--- src/rtl/ebus_pkg.sv ---
package ebus_pkg;
   typedef enum logic [1:0] {
      KIND_FETCH = 2'b00,
      KIND_READ  = 2'b01,
      KIND_WRITE = 2'b10,
      KIND_READX = 2'b11
   } ebus_kind_e;

   function automatic logic kind_is_write(input ebus_kind_e k);
      return k == KIND_WRITE;
   endfunction

   function automatic logic kind_is_fetch(input ebus_kind_e k);
      return k == KIND_FETCH;
   endfunction
endpackage

--- src/rtl/ebus_slot_timer.sv ---
module ebus_slot_timer #(
   parameter int SLOT_W    = 4,
   parameter int FETCH_LEN = 6,
   parameter int DATA_LEN  = 12
) (
   input  logic              clk,
   input  logic              rst,
   input  logic              osc_tick,
   input  logic              start,
   input  logic              start_long,
   output logic              busy,
   output logic [SLOT_W-1:0] slot,
   output logic              last
);
   localparam logic [SLOT_W-1:0] FETCH_END = SLOT_W'(FETCH_LEN - 1);
   localparam logic [SLOT_W-1:0] DATA_END  = SLOT_W'(DATA_LEN - 1);

   logic              busy_q;
   logic              long_q;
   logic [SLOT_W-1:0] slot_q;

   assign busy = busy_q;
   assign slot = slot_q;
   assign last = busy_q && (slot_q == (long_q ? DATA_END : FETCH_END));

   always_ff @(posedge clk) begin
      if (rst) begin
         busy_q <= 1'b0;
         long_q <= 1'b0;
         slot_q <= '0;
      end else if (osc_tick) begin
         if (start) begin
            busy_q <= 1'b1;
            long_q <= start_long;
            slot_q <= '0;
         end else if (last) begin
            busy_q <= 1'b0;
            slot_q <= '0;
         end else if (busy_q) begin
            slot_q <= slot_q + 1'b1;
         end
      end
   end


   slot_range_chk: assert property (@(posedge clk) disable iff (rst)
      (busy_q && !long_q) |-> (slot_q <= FETCH_END));
endmodule

--- src/rtl/ebus_strobe_gen.sv ---
module ebus_strobe_gen
   import ebus_pkg::*;
#(
   parameter int SLOT_W    = 4,
   parameter int ALE_W     = 2,
   parameter int ADDR_HOLD = 1,
   parameter int PSEN_DLY  = 1,
   parameter int PSEN_W    = 3,
   parameter int STB_DLY   = 3,
   parameter int STB_W     = 6
) (
   input  logic              busy,
   input  ebus_kind_e        kind,
   input  logic [SLOT_W-1:0] slot,
   output logic              ale,
   output logic              fetch_n,
   output logic              rd_n,
   output logic              wr_n,
   output logic              drive_en,
   output logic              drive_data,
   output logic              sample
);
   localparam logic [SLOT_W-1:0] ALE_END  = SLOT_W'(ALE_W - 1);
   localparam logic [SLOT_W-1:0] ADDR_END = SLOT_W'(ALE_W + ADDR_HOLD - 1);
   localparam logic [SLOT_W-1:0] PS_LO    = SLOT_W'(ALE_W + PSEN_DLY);
   localparam logic [SLOT_W-1:0] PS_HI    = SLOT_W'(ALE_W + PSEN_DLY + PSEN_W - 1);
   localparam logic [SLOT_W-1:0] ST_LO    = SLOT_W'(ALE_W + STB_DLY);
   localparam logic [SLOT_W-1:0] ST_HI    = SLOT_W'(ALE_W + STB_DLY + STB_W - 1);
   localparam logic [SLOT_W-1:0] WD_END   = SLOT_W'(ALE_W + STB_DLY + STB_W);

   logic is_fetch, is_write, is_read;
   logic in_addr, in_ps, in_st;

   always_comb begin
      is_fetch = busy && kind_is_fetch(kind);
      is_write = busy && kind_is_write(kind);
      is_read  = busy && !kind_is_fetch(kind) && !kind_is_write(kind);
      in_addr  = slot <= ADDR_END;
      in_ps    = (slot >= PS_LO) && (slot <= PS_HI);
      in_st    = (slot >= ST_LO) && (slot <= ST_HI);

      ale        = busy && (slot <= ALE_END);
      fetch_n    = !(is_fetch && in_ps);
      rd_n       = !(is_read && in_st);
      wr_n       = !(is_write && in_st);
      drive_data = is_write && !in_addr && (slot <= WD_END);
      drive_en   = (busy && in_addr) || drive_data;
      sample     = (is_fetch && slot == PS_HI) || (is_read && slot == ST_HI);
   end
endmodule

--- src/rtl/ebus_ad_port.sv ---
module ebus_ad_port #(
   parameter int DATA_W        = 8,
   parameter bit DONE_ON_WRITE = 1'b0
) (
   input  logic              clk,
   input  logic              rst,
   input  logic              drive_en,
   input  logic              drive_data,
   input  logic [DATA_W-1:0] addr_lo,
   input  logic [DATA_W-1:0] wdata,
   input  logic [DATA_W-1:0] ad_in,
   input  logic              capture,
   input  logic              write_end,
   output logic [DATA_W-1:0] ad_out,
   output logic              ad_oe,
   output logic [DATA_W-1:0] rsp_data,
   output logic              rsp_valid
);
   logic done_src;

   assign ad_oe  = drive_en;
   assign ad_out = drive_data ? wdata : addr_lo;

   generate
      if (DONE_ON_WRITE) begin : g_done_all
         assign done_src = capture || write_end;
      end else begin : g_done_rd
         assign done_src = capture;
      end
   endgenerate

   always_ff @(posedge clk) begin
      if (rst) begin
         rsp_data  <= '0;
         rsp_valid <= 1'b0;
      end else begin
         rsp_valid <= done_src;
         if (capture) rsp_data <= ad_in;
      end
   end


   done_pulse_chk: assert property (@(posedge clk) disable iff (rst)
      rsp_valid |=> !rsp_valid);
endmodule

--- src/rtl/ebus_cycle_seq.sv ---
module ebus_cycle_seq
   import ebus_pkg::*;
#(
   parameter int ADDR_W        = 16,
   parameter int DATA_W        = 8,
   parameter int ALE_W         = 2,
   parameter int ADDR_HOLD     = 1,
   parameter int PSEN_DLY      = 1,
   parameter int PSEN_W        = 3,
   parameter int STB_DLY       = 3,
   parameter int STB_W         = 6,
   parameter bit DONE_ON_WRITE = 1'b0
) (
   input  logic                     clk,
   input  logic                     rst,
   input  logic                     osc_tick,
   input  logic                     req_valid,
   input  logic [1:0]               req_kind,
   input  logic [ADDR_W-1:0]        req_addr,
   input  logic [DATA_W-1:0]        req_wdata,
   output logic                     req_ready,
   output logic                     ale,
   output logic                     fetch_n,
   output logic                     rd_n,
   output logic                     wr_n,
   output logic [ADDR_W-DATA_W-1:0] addr_hi,
   output logic [DATA_W-1:0]        ad_out,
   output logic                     ad_oe,
   input  logic [DATA_W-1:0]        ad_in,
   output logic [DATA_W-1:0]        rsp_data,
   output logic                     rsp_valid
);
   localparam int FETCH_LEN = ALE_W + PSEN_DLY + PSEN_W;
   localparam int DATA_LEN  = ALE_W + STB_DLY + STB_W + 1;
   localparam int CYC_MAX   = (FETCH_LEN > DATA_LEN) ? FETCH_LEN : DATA_LEN;
   localparam int SLOT_W    = $clog2(CYC_MAX + 1);

   initial begin : param_chk
      if (ADDR_W <= DATA_W) $fatal(1, "address must be wider than data");
      if (ALE_W < 1 || PSEN_W < 1 || STB_W < 1) $fatal(1, "strobe widths must be positive");
      if (ADDR_HOLD < 1 || ADDR_HOLD > PSEN_DLY) $fatal(1, "port must be free by fetch strobe");
      if (ADDR_HOLD >= STB_DLY) $fatal(1, "write data needs lead before write strobe");
   end

   ebus_kind_e               kind_q;
   logic [ADDR_W-1:0]        addr_q;
   logic [DATA_W-1:0]        wdata_q;
   logic                     busy, last, accept;
   logic [SLOT_W-1:0]        slot;
   logic                     drive_en, drive_data, sample;

   assign req_ready = !busy || last;
   assign accept    = osc_tick && req_valid && req_ready;
   assign addr_hi   = addr_q[ADDR_W-1:DATA_W];

   always_ff @(posedge clk) begin
      if (rst) begin
         kind_q  <= KIND_FETCH;
         addr_q  <= '0;
         wdata_q <= '0;
      end else if (accept) begin
         kind_q  <= ebus_kind_e'(req_kind);
         addr_q  <= req_addr;
         wdata_q <= req_wdata;
      end
   end

   ebus_slot_timer #(
      .SLOT_W(SLOT_W), .FETCH_LEN(FETCH_LEN), .DATA_LEN(DATA_LEN)
   ) u_timer (
      .clk(clk), .rst(rst), .osc_tick(osc_tick), .start(accept),
      .start_long(req_kind != 2'b00), .busy(busy), .slot(slot), .last(last)
   );

   ebus_strobe_gen #(
      .SLOT_W(SLOT_W), .ALE_W(ALE_W), .ADDR_HOLD(ADDR_HOLD), .PSEN_DLY(PSEN_DLY),
      .PSEN_W(PSEN_W), .STB_DLY(STB_DLY), .STB_W(STB_W)
   ) u_strobe (
      .busy(busy), .kind(kind_q), .slot(slot), .ale(ale), .fetch_n(fetch_n),
      .rd_n(rd_n), .wr_n(wr_n), .drive_en(drive_en), .drive_data(drive_data),
      .sample(sample)
   );

   ebus_ad_port #(
      .DATA_W(DATA_W), .DONE_ON_WRITE(DONE_ON_WRITE)
   ) u_port (
      .clk(clk), .rst(rst), .drive_en(drive_en), .drive_data(drive_data),
      .addr_lo(addr_q[DATA_W-1:0]), .wdata(wdata_q), .ad_in(ad_in),
      .capture(osc_tick && sample),
      .write_end(osc_tick && last && kind_is_write(kind_q)),
      .ad_out(ad_out), .ad_oe(ad_oe), .rsp_data(rsp_data), .rsp_valid(rsp_valid)
   );


   ale_quiet_chk: assert property (@(posedge clk) disable iff (rst)
      ale |-> (fetch_n && rd_n && wr_n && ad_oe));

   one_strobe_chk: assert property (@(posedge clk) disable iff (rst)
      $countones({!fetch_n, !rd_n, !wr_n}) <= 1);

   rd_release_chk: assert property (@(posedge clk) disable iff (rst)
      (!rd_n || !fetch_n) |-> !ad_oe);

   wr_drive_chk: assert property (@(posedge clk) disable iff (rst)
      !wr_n |-> ad_oe);

   addr_hold_chk: assert property (@(posedge clk) disable iff (rst)
      (busy && !accept) |=> $stable(addr_hi));

   busy_refuse_chk: assert property (@(posedge clk) disable iff (rst)
      (busy && !last) |-> !req_ready);
endmodule

--- config.mk ---
export PLATFORM = sky130hd
export DESIGN_NAME = ebus_cycle_seq
export DESIGN_NICKNAME = d
export VERILOG_FILES = /design/src/rtl/ebus_pkg.sv /design/src/rtl/ebus_slot_timer.sv /design/src/rtl/ebus_strobe_gen.sv /design/src/rtl/ebus_ad_port.sv /design/src/rtl/ebus_cycle_seq.sv
export SDC_FILE = /design/constraint.sdc
export NUM_CORES = 1
export LEC_CHECK = 0
export ABC_AREA = 1
export BUFFER_PORTS_ARGS = -buffer_cell sky130_fd_sc_hd__buf_2
export CORE_MARGIN = 2
export CORE_UTILIZATION = 50
export DETAILED_ROUTE_END_ITERATION = 7
export GPL_ROUTABILITY_DRIVEN = 0
export HOLD_SLACK_MARGIN = 0.06
export PLACE_DENSITY_LB_ADDON = 0.3
export REMOVE_ABC_BUFFERS = 1
export SLEW_MARGIN = 25
export SYNTH_ARGS = -nofsm -noshare
export SYNTH_HDL_FRONTEND = slang
export SYNTH_SLANG_ARGS = --single-unit
--- constraint.sdc ---
create_clock -name clk -period 1.8 [get_ports clk]
set_input_delay 0.54 -clock clk [delete_from_list [all_inputs] [get_ports clk]]
set_output_delay 0.54 -clock clk [all_outputs]
set_load 0.005 [all_outputs]
==> results of run 1 <==
[power breakdown]
| part | internal, µW | total, µW | switching, µW | leakage, µW |
|---|---|---|---|---|
| registers | 939 | 958 | 19.2 | 0.000336 |
| logic | 123 | 282 | 159 | 0.000875 |
| clock network | 255 | 547 | 292 | 0.0000399 |
[per-stage QoR]
stage          cell area [µm²]  cells  hold slack, ps    util  TNS [ps]
6_report                  2907    415           463.4  0.7163     -2026
5_1_grt                   2907    415           479.1  0.7163     -3401
3_5_place_dp              2529    397           453.3  0.6232         0
4_1_cts                   2751    409           465.4  0.6781     -2010
3_3_place_gp              2529    397           446.3  0.6232         0
2_1_floorplan             1951    259           434.9       -         0
[cells in the mapped netlist (all sizes together)]
library cell / instances
nand2: 65
a21oi: 41
dfxtp: 41
nand3: 40
inv: 25
nor2: 20
buf: 18
o21ai: 14
clkbuf: 5
ha: 4
xor2: 2
a31oi: 1
clkinv: 1
nand4: 1
o211ai: 1
o22ai: 1
o31ai: 1
or2: 1
[layer usage]
metal,routed length (µm),global-route usage
met1,2321,0.2720
met2,2651,0.3803
met5,0,0
met3,298,0.07122
met4,79,0.09150
[kinds of logic after synthesis]
family | after synthesis
AOI/OAI and AO/OA | 59
buffers and inverters | 49
and+or+nand+nor | 127
adders and majority gates | 4
DFF | 41
xor gates and xnor gates | 2
[worst register-to-register path, delay by kind of cell (launching register included)]
family | cells | cell delay [ps]
flip-flops | 1 | 340
AND/OR/NAND/NOR | 4 | 240
AO/OA/AOI/OAI | 1 | 240
buffers and inverters | 5 | 630
adder cells (fa/ha/maj) | 1 | 130
[worst min path at each step]
stage / slack [ps] / endpoint / cells after the start
6_report: 460 / addr_q[5] / 2
5_1_grt: 480 / addr_q[8] / 2
4_1_cts: 470 / addr_q[15] / 2
3_5_place_dp: 450 / addr_q[15] / 2
3_3_place_gp: 450 / addr_q[15] / 2
2_1_floorplan: 430 / wdata_q[2] / 2
[state kept, by name (all words and copies together) (netlist names)]
signal	cells
addr_q	16
kind_q	2
u_port.rsp_data	8
u_port.rsp_valid	1
u_timer.busy	1
u_timer.long_q	1
u_timer.slot	4
wdata_q	8
[layout make-up]
class | instances | area [µm²] | area share
tap | 50 | 62.56 | 0.02152
multi-input combinational | 192 | 1160 | 0.3991
clock inverter | 1 | 5.005 | 0.001722
inverter | 26 | 112.6 | 0.03874
clock buffer | 5 | 68.82 | 0.02368
sequential | 41 | 828.3 | 0.2850
timing repair buffer | 100 | 669.4 | 0.2303
[repair_timing]
item | CTS | global route
buffers inserted | 6 | 7
resized for setup | 33 | 21
setup endpoints to repair | 14 | 22
gates cloned | 0 | 2
pin swaps | 2 | 13
==> impl_metrics.json, run 1 <==
{
  "setup_viol": 14,
  "vias_per_cell": 5.046,
  "synth-simple-area-share": 0.2809,
  "drive_gt1_frac": 0.4521,
  "final_cell_mix": "buf_2, nand2_1, dfxtp_1, a21oi_1, nand3_1",
  "p_leak_uw": 0.001251,
  "dieArea_um2": 4805,
  "ys_types": 29,
  "netlist.area_leader.share": 0.3848,
  "synth_top_family_by_area": "simple AND/OR/NAND/NOR gates",
  "r2r-end": "u_port.rsp_data[5]",
  "slowest_stage": "dfxtp_2",
  "crit_chain": "inv_4 -> ha_4 -> o21ai_4 -> a31oi_4 -> a21oi_2 -> nand3_1 -> buf_2",
  "dr.pass1.iters": 4,
  "maxSlewHeadroom": 0.7183,
  "avgSynthCellArea_um2": 7.565,
  "drv_cap": 0,
  "grt_pass1_vias": 1941,
  "synthToLayoutAreaGrowth_pct": 36.25,
  "power.density_nw_per_um2": 614.8,
  "yosys.area.top_type": "dfxtp_1",
  "yosys.area_share.adder": 0.02346,
  "synth_cells": 282,
  "ir_worst_vdd_mv": 0.4597,
  "critical_path.max_stage_delay_ps": 360,
  "htreeDepth": 2,
  "crit_path_max_fanout": 4,
  "grt_first_pass_wirelength_um": 8983,
  "hold_path_startpoint": "addr_q[5]",
  "vias": 2094,
  "grt_max_degree": 31,
  "grt_antenna_before_repair": 0,
  "skew_ps": 5.620,
  "critPathLaunchType": "flop",
  "worstMarginPinSlew_ps": 418.2,
  "muxShareOfSynthArea": 0,
  "clockBufferDepth": 2,
  "insertion_delay_ps": 290,
  "rsz0062_at_grt": "yes",
  "fillers": 329,
  "pre_cts_slack_ps": 11.46,
  "yosysWarnings": 0,
  "ys_seq_area_frac": 0.3848,
  "start_util": 0.5257,
  "synth_xor_area_frac": 0.008211,
  "cp.required_ps": 1260,
  "synth_seq_cells": 41,
  "rows": 23,
  "ctsHoldBuffers": 0,
  "startpoint": "u_timer.slot[0]",
  "ios": 69,
  "path_class": "reg2out",
  "clock-root-buffer": "clkbuf_8",
  "final_common_cell": "buf_2",
  "arrival_ps": 1460,
  "fin_crit_sh": 1.110,
  "synth_compound_area_frac": 0.1701,
  "overflow": 0,
  "r2r_cells": 11,
  "cts_buffers": 5,
  "routedWlPerCell_um": 12.89,
  "violations": "negative setup slack",
  "power.total_uw": 1787,
  "grt_usage": 0.2280,
  "final_max_slew_viol_count": 0,
  "crit_family": "compound AO/OA/AOI/OAI gates",
  "fin_crit_ps": 1997,
  "tritoncts": "done",
  "hold_viol_final": 0,
  "clkTransAtPathRegs_ps": 70,
  "r2r_setup_slack_ps": 110,
  "drc": 0,
  "nets": 408,
  "first_iter_violations": 104,
  "layout_setup_ws_ps": -197.5,
  "die_h_um": 69.32,
  "fmax_ghz": 0.5006,
  "synth.cell_area_um2": 2133,
  "hp-class": "reg2reg",
  "cp-endpoint": "rd_n",
  "core_area_um2": 4058,
  "dpl.hpwl_um": 3420,
  "portBuffers": 68,
  "antennaDiodeCount": 0,
  "cp.depth": 7,
  "crit_buf_inv": 2,
  "postRouteAntennaNets": 0,
  "end_kind": "output pin",
  "synth_area_leaders": "dfxtp_1, nand2_1, a21oi_1",
  "wl_um": 5350,
  "reg2reg_from": "u_timer.slot[0]",
  "status": "finished, violations left",
  "die_w_um": 69.32,
  "cts_sinks": 41
}
Power figures use the tool's default switching activity.
==> inputs of run 2 (changes only) <==
--- a/config.mk
+++ b/config.mk
@@ -5,10 +5,9 @@
 export SDC_FILE = /design/constraint.sdc
 export NUM_CORES = 1
 export LEC_CHECK = 0
-export ABC_AREA = 1
 export BUFFER_PORTS_ARGS = -buffer_cell sky130_fd_sc_hd__buf_2
 export CORE_MARGIN = 2
-export CORE_UTILIZATION = 50
+export CORE_UTILIZATION = 52
 export DETAILED_ROUTE_END_ITERATION = 7
 export GPL_ROUTABILITY_DRIVEN = 0
 export HOLD_SLACK_MARGIN = 0.06
==> impl_metrics.json, run 2 <==
{
  "hold_viol_final": 0,
  "cts_sinks": 41,
  "dpl.cell_count": 366,
  "portBuffers": 68,
  "arrival_ps": 1620,
  "rows": 24,
  "dieArea_um2": 5116,
  "grt_max_degree": 30,
  "maxSlewHeadroom": 0.6157,
  "whs_ps": 472.1,
  "wl_um": 6430,
  "dr.pass1.iters": 4,
  "synth.cell_area_um2": 2371,
  "nets": 383,
  "p_leak_uw": 0.001396,
  "vias_per_cell": 5.581,
  "hold_path_startpoint": "addr_q[5]",
  "reg2reg_from": "u_timer.slot[2]",
  "drive_gt1_frac": 0.6053,
  "ios": 69,
  "synth.cells.most_frequent": "dfxtp_1, nand3_1, a21oi_2, o211ai_2, nand2b_1",
  "fin_crit_ps": 2165,
  "ctsHoldBuffers": 0,
  "vias": 2199,
  "power.density_nw_per_um2": 640.3,
  "drv_cap": 0,
  "grt_usage": 0.2522,
  "ys.flop_type": "dfxtp_1",
  "fin_area_um2": 3415,
  "synth_seq_cells": 41,
  "async_flop_share": 0,
  "synth_area_leaders": "dfxtp_1, o211ai_2, a21oi_2",
  "final_common_cell": "buf_2",
  "clock-root-buffer": "clkbuf_8",
  "tritoncts": "done",
  "crit_path_max_fanout": 8,
  "yosysWarnings": 0,
  "antennaDiodeCount": 0,
  "routedWlPerCell_um": 16.32,
  "r2r_setup_slack_ps": -60,
  "worstMarginPinSlew_ps": 570.4,
  "yosys.area.top_type": "dfxtp_1",
  "synthToLayoutAreaGrowth_pct": 44.01,
  "final_max_slew_viol_count": 0,
  "drc": 0,
  "die_w_um": 71.53,
  "place_area_um2": 2833,
  "whs_path_depth": 2,
  "fin_crit_sh": 1.203,
  "power.total_uw": 2186,
  "synth_edf_count": 0,
  "setup_viol": 41,
  "core_area_um2": 4384,
  "dpl.hpwl_um": 3957,
  "synth_cells": 246,
  "ir_worst_vdd_mv": 0.4289,
  "cp.required_ps": 1260,
  "fmax_ghz": 0.4619,
  "rsz0062_at_grt": "yes",
  "ys_seq_area_frac": 0.3462,
  "skew_ps": 7.515,
  "die_h_um": 71.53,
  "fin_util": 0.7788,
  "top_register": "addr_q",
  "grt_pass1_vias": 2158,
  "ys_types": 36,
  "min_to": "addr_q[5]",
  "start_util": 0.5408,
  "hp-class": "reg2reg",
  "htreeDepth": 2,
  "r2r_cells": 9,
  "avgSynthCellArea_um2": 9.638,
  "critPathLaunchType": "flop",
  "status": "finished, violations left",
  "final_cell_mix": "buf_2, dfxtp_1, buf_4, nand3_1, a21oi_2",
  "slowest_stage": "dfxtp_2",
  "end_kind": "output pin",
  "yosysMostFrequentCell": "dfxtp_1",
  "cts_buffers": 5,
  "netlist.area_leader.share": 0.3462,
  "largest_reg_flops": 16,
  "first_iter_violations": 89,
  "fin_cells": 394,
  "grt_antenna_before_repair": 0,
  "overflow": 0,
  "r2r-end": "wdata_q[3]",
  "crit_chain": "a21oi_2 -> nor2_2 -> o21ai_2 -> buf_12 -> mux2_4 -> buf_6",
  "violations": "negative setup slack",
  "critical_path.max_stage_delay_ps": 360,
  "reg_top3": "addr_q (16), u_port.rsp_data (8), wdata_q (8)",
  "insertion_delay_ps": 300,
  "clkTransAtPathRegs_ps": 90,
  "postRouteAntennaNets": 0,
  "layout_setup_ws_ps": -364.8,
  "grt_first_pass_wirelength_um": 10280,
  "clockBufferDepth": 2,
  "path_class": "reg2out"
}
[run 2: cells by family after synthesis]
kind of cell,share of synthesized area
compound gates,0.2844
fa+ha+maj,0.02111
buf+inv,0.1034
flops,0.3462
mux,0.07177
simple gates,0.1731
[run 2: final cells by class]
cell class / instances / area, µm²
well taps: 52 / 65.06
repair buffers: 118 / 882.1
multi-input cells: 168 / 1464
inverters: 7 / 36.28
fillers: 290 / 969.7
clock buffers: 5 / 68.82
flip-flops and latches: 41 / 829.5
clock inverters: 3 / 68.82
[run 2: through the flow]
step                TNS (ps)  worst slack (ps)
global placement      -78.53            -15.78
CTS                    -4370            -348.0
floorplan              -8235            -320.8
finish                 -5202            -364.8
detailed placement    -270.8            -59.37
global route           -7890            -394.7
[run 2: worst max-delay path by stage]
stage	end	start	slack [ps]	cells after the start
2_1_floorplan	u_timer.long_q	u_timer.slot[2]	-320	4
3_3_place_gp	ad_out[4]	u_timer.slot[3]	-20	5
3_5_place_dp	rd_n	u_timer.slot[1]	-60	8
4_1_cts	ad_out[3]	u_timer.slot[0]	-350	6
5_1_grt	ad_out[4]	u_timer.slot[1]	-390	6
6_report	ad_out[3]	u_timer.slot[1]	-360	6
[run 2: worst max-delay path: cells and delay by family, from the launching register on]
family | cells | cell delay [ps]
DFF | 1 | 360
muxes | 1 | 310
AOI/OAI and AO/OA | 2 | 310
buffers and inverters | 2 | 280
and+or+nand+nor | 1 | 60
[run 2: layer usage]
layer	global-route usage	wire (µm)
met5	0	0
met4	0.06709	32
met3	0.04641	371
met2	0.4331	3209
met1	0.3263	2817
[run 2: power breakdown]
part	switching [µW]	total (µW)	internal, µW
combinational	167	321	155
clock	350	909	559
sequential	19.9	956	936
[run 2: what timing repair did]
action | 4_1_cts | 5_1_grt
cloned | 0 | 0
pin swaps | 14 | 16
resized for setup | 56 | 18
setup buffers | 11 | 12
setup endpoints to repair | 14 | 46
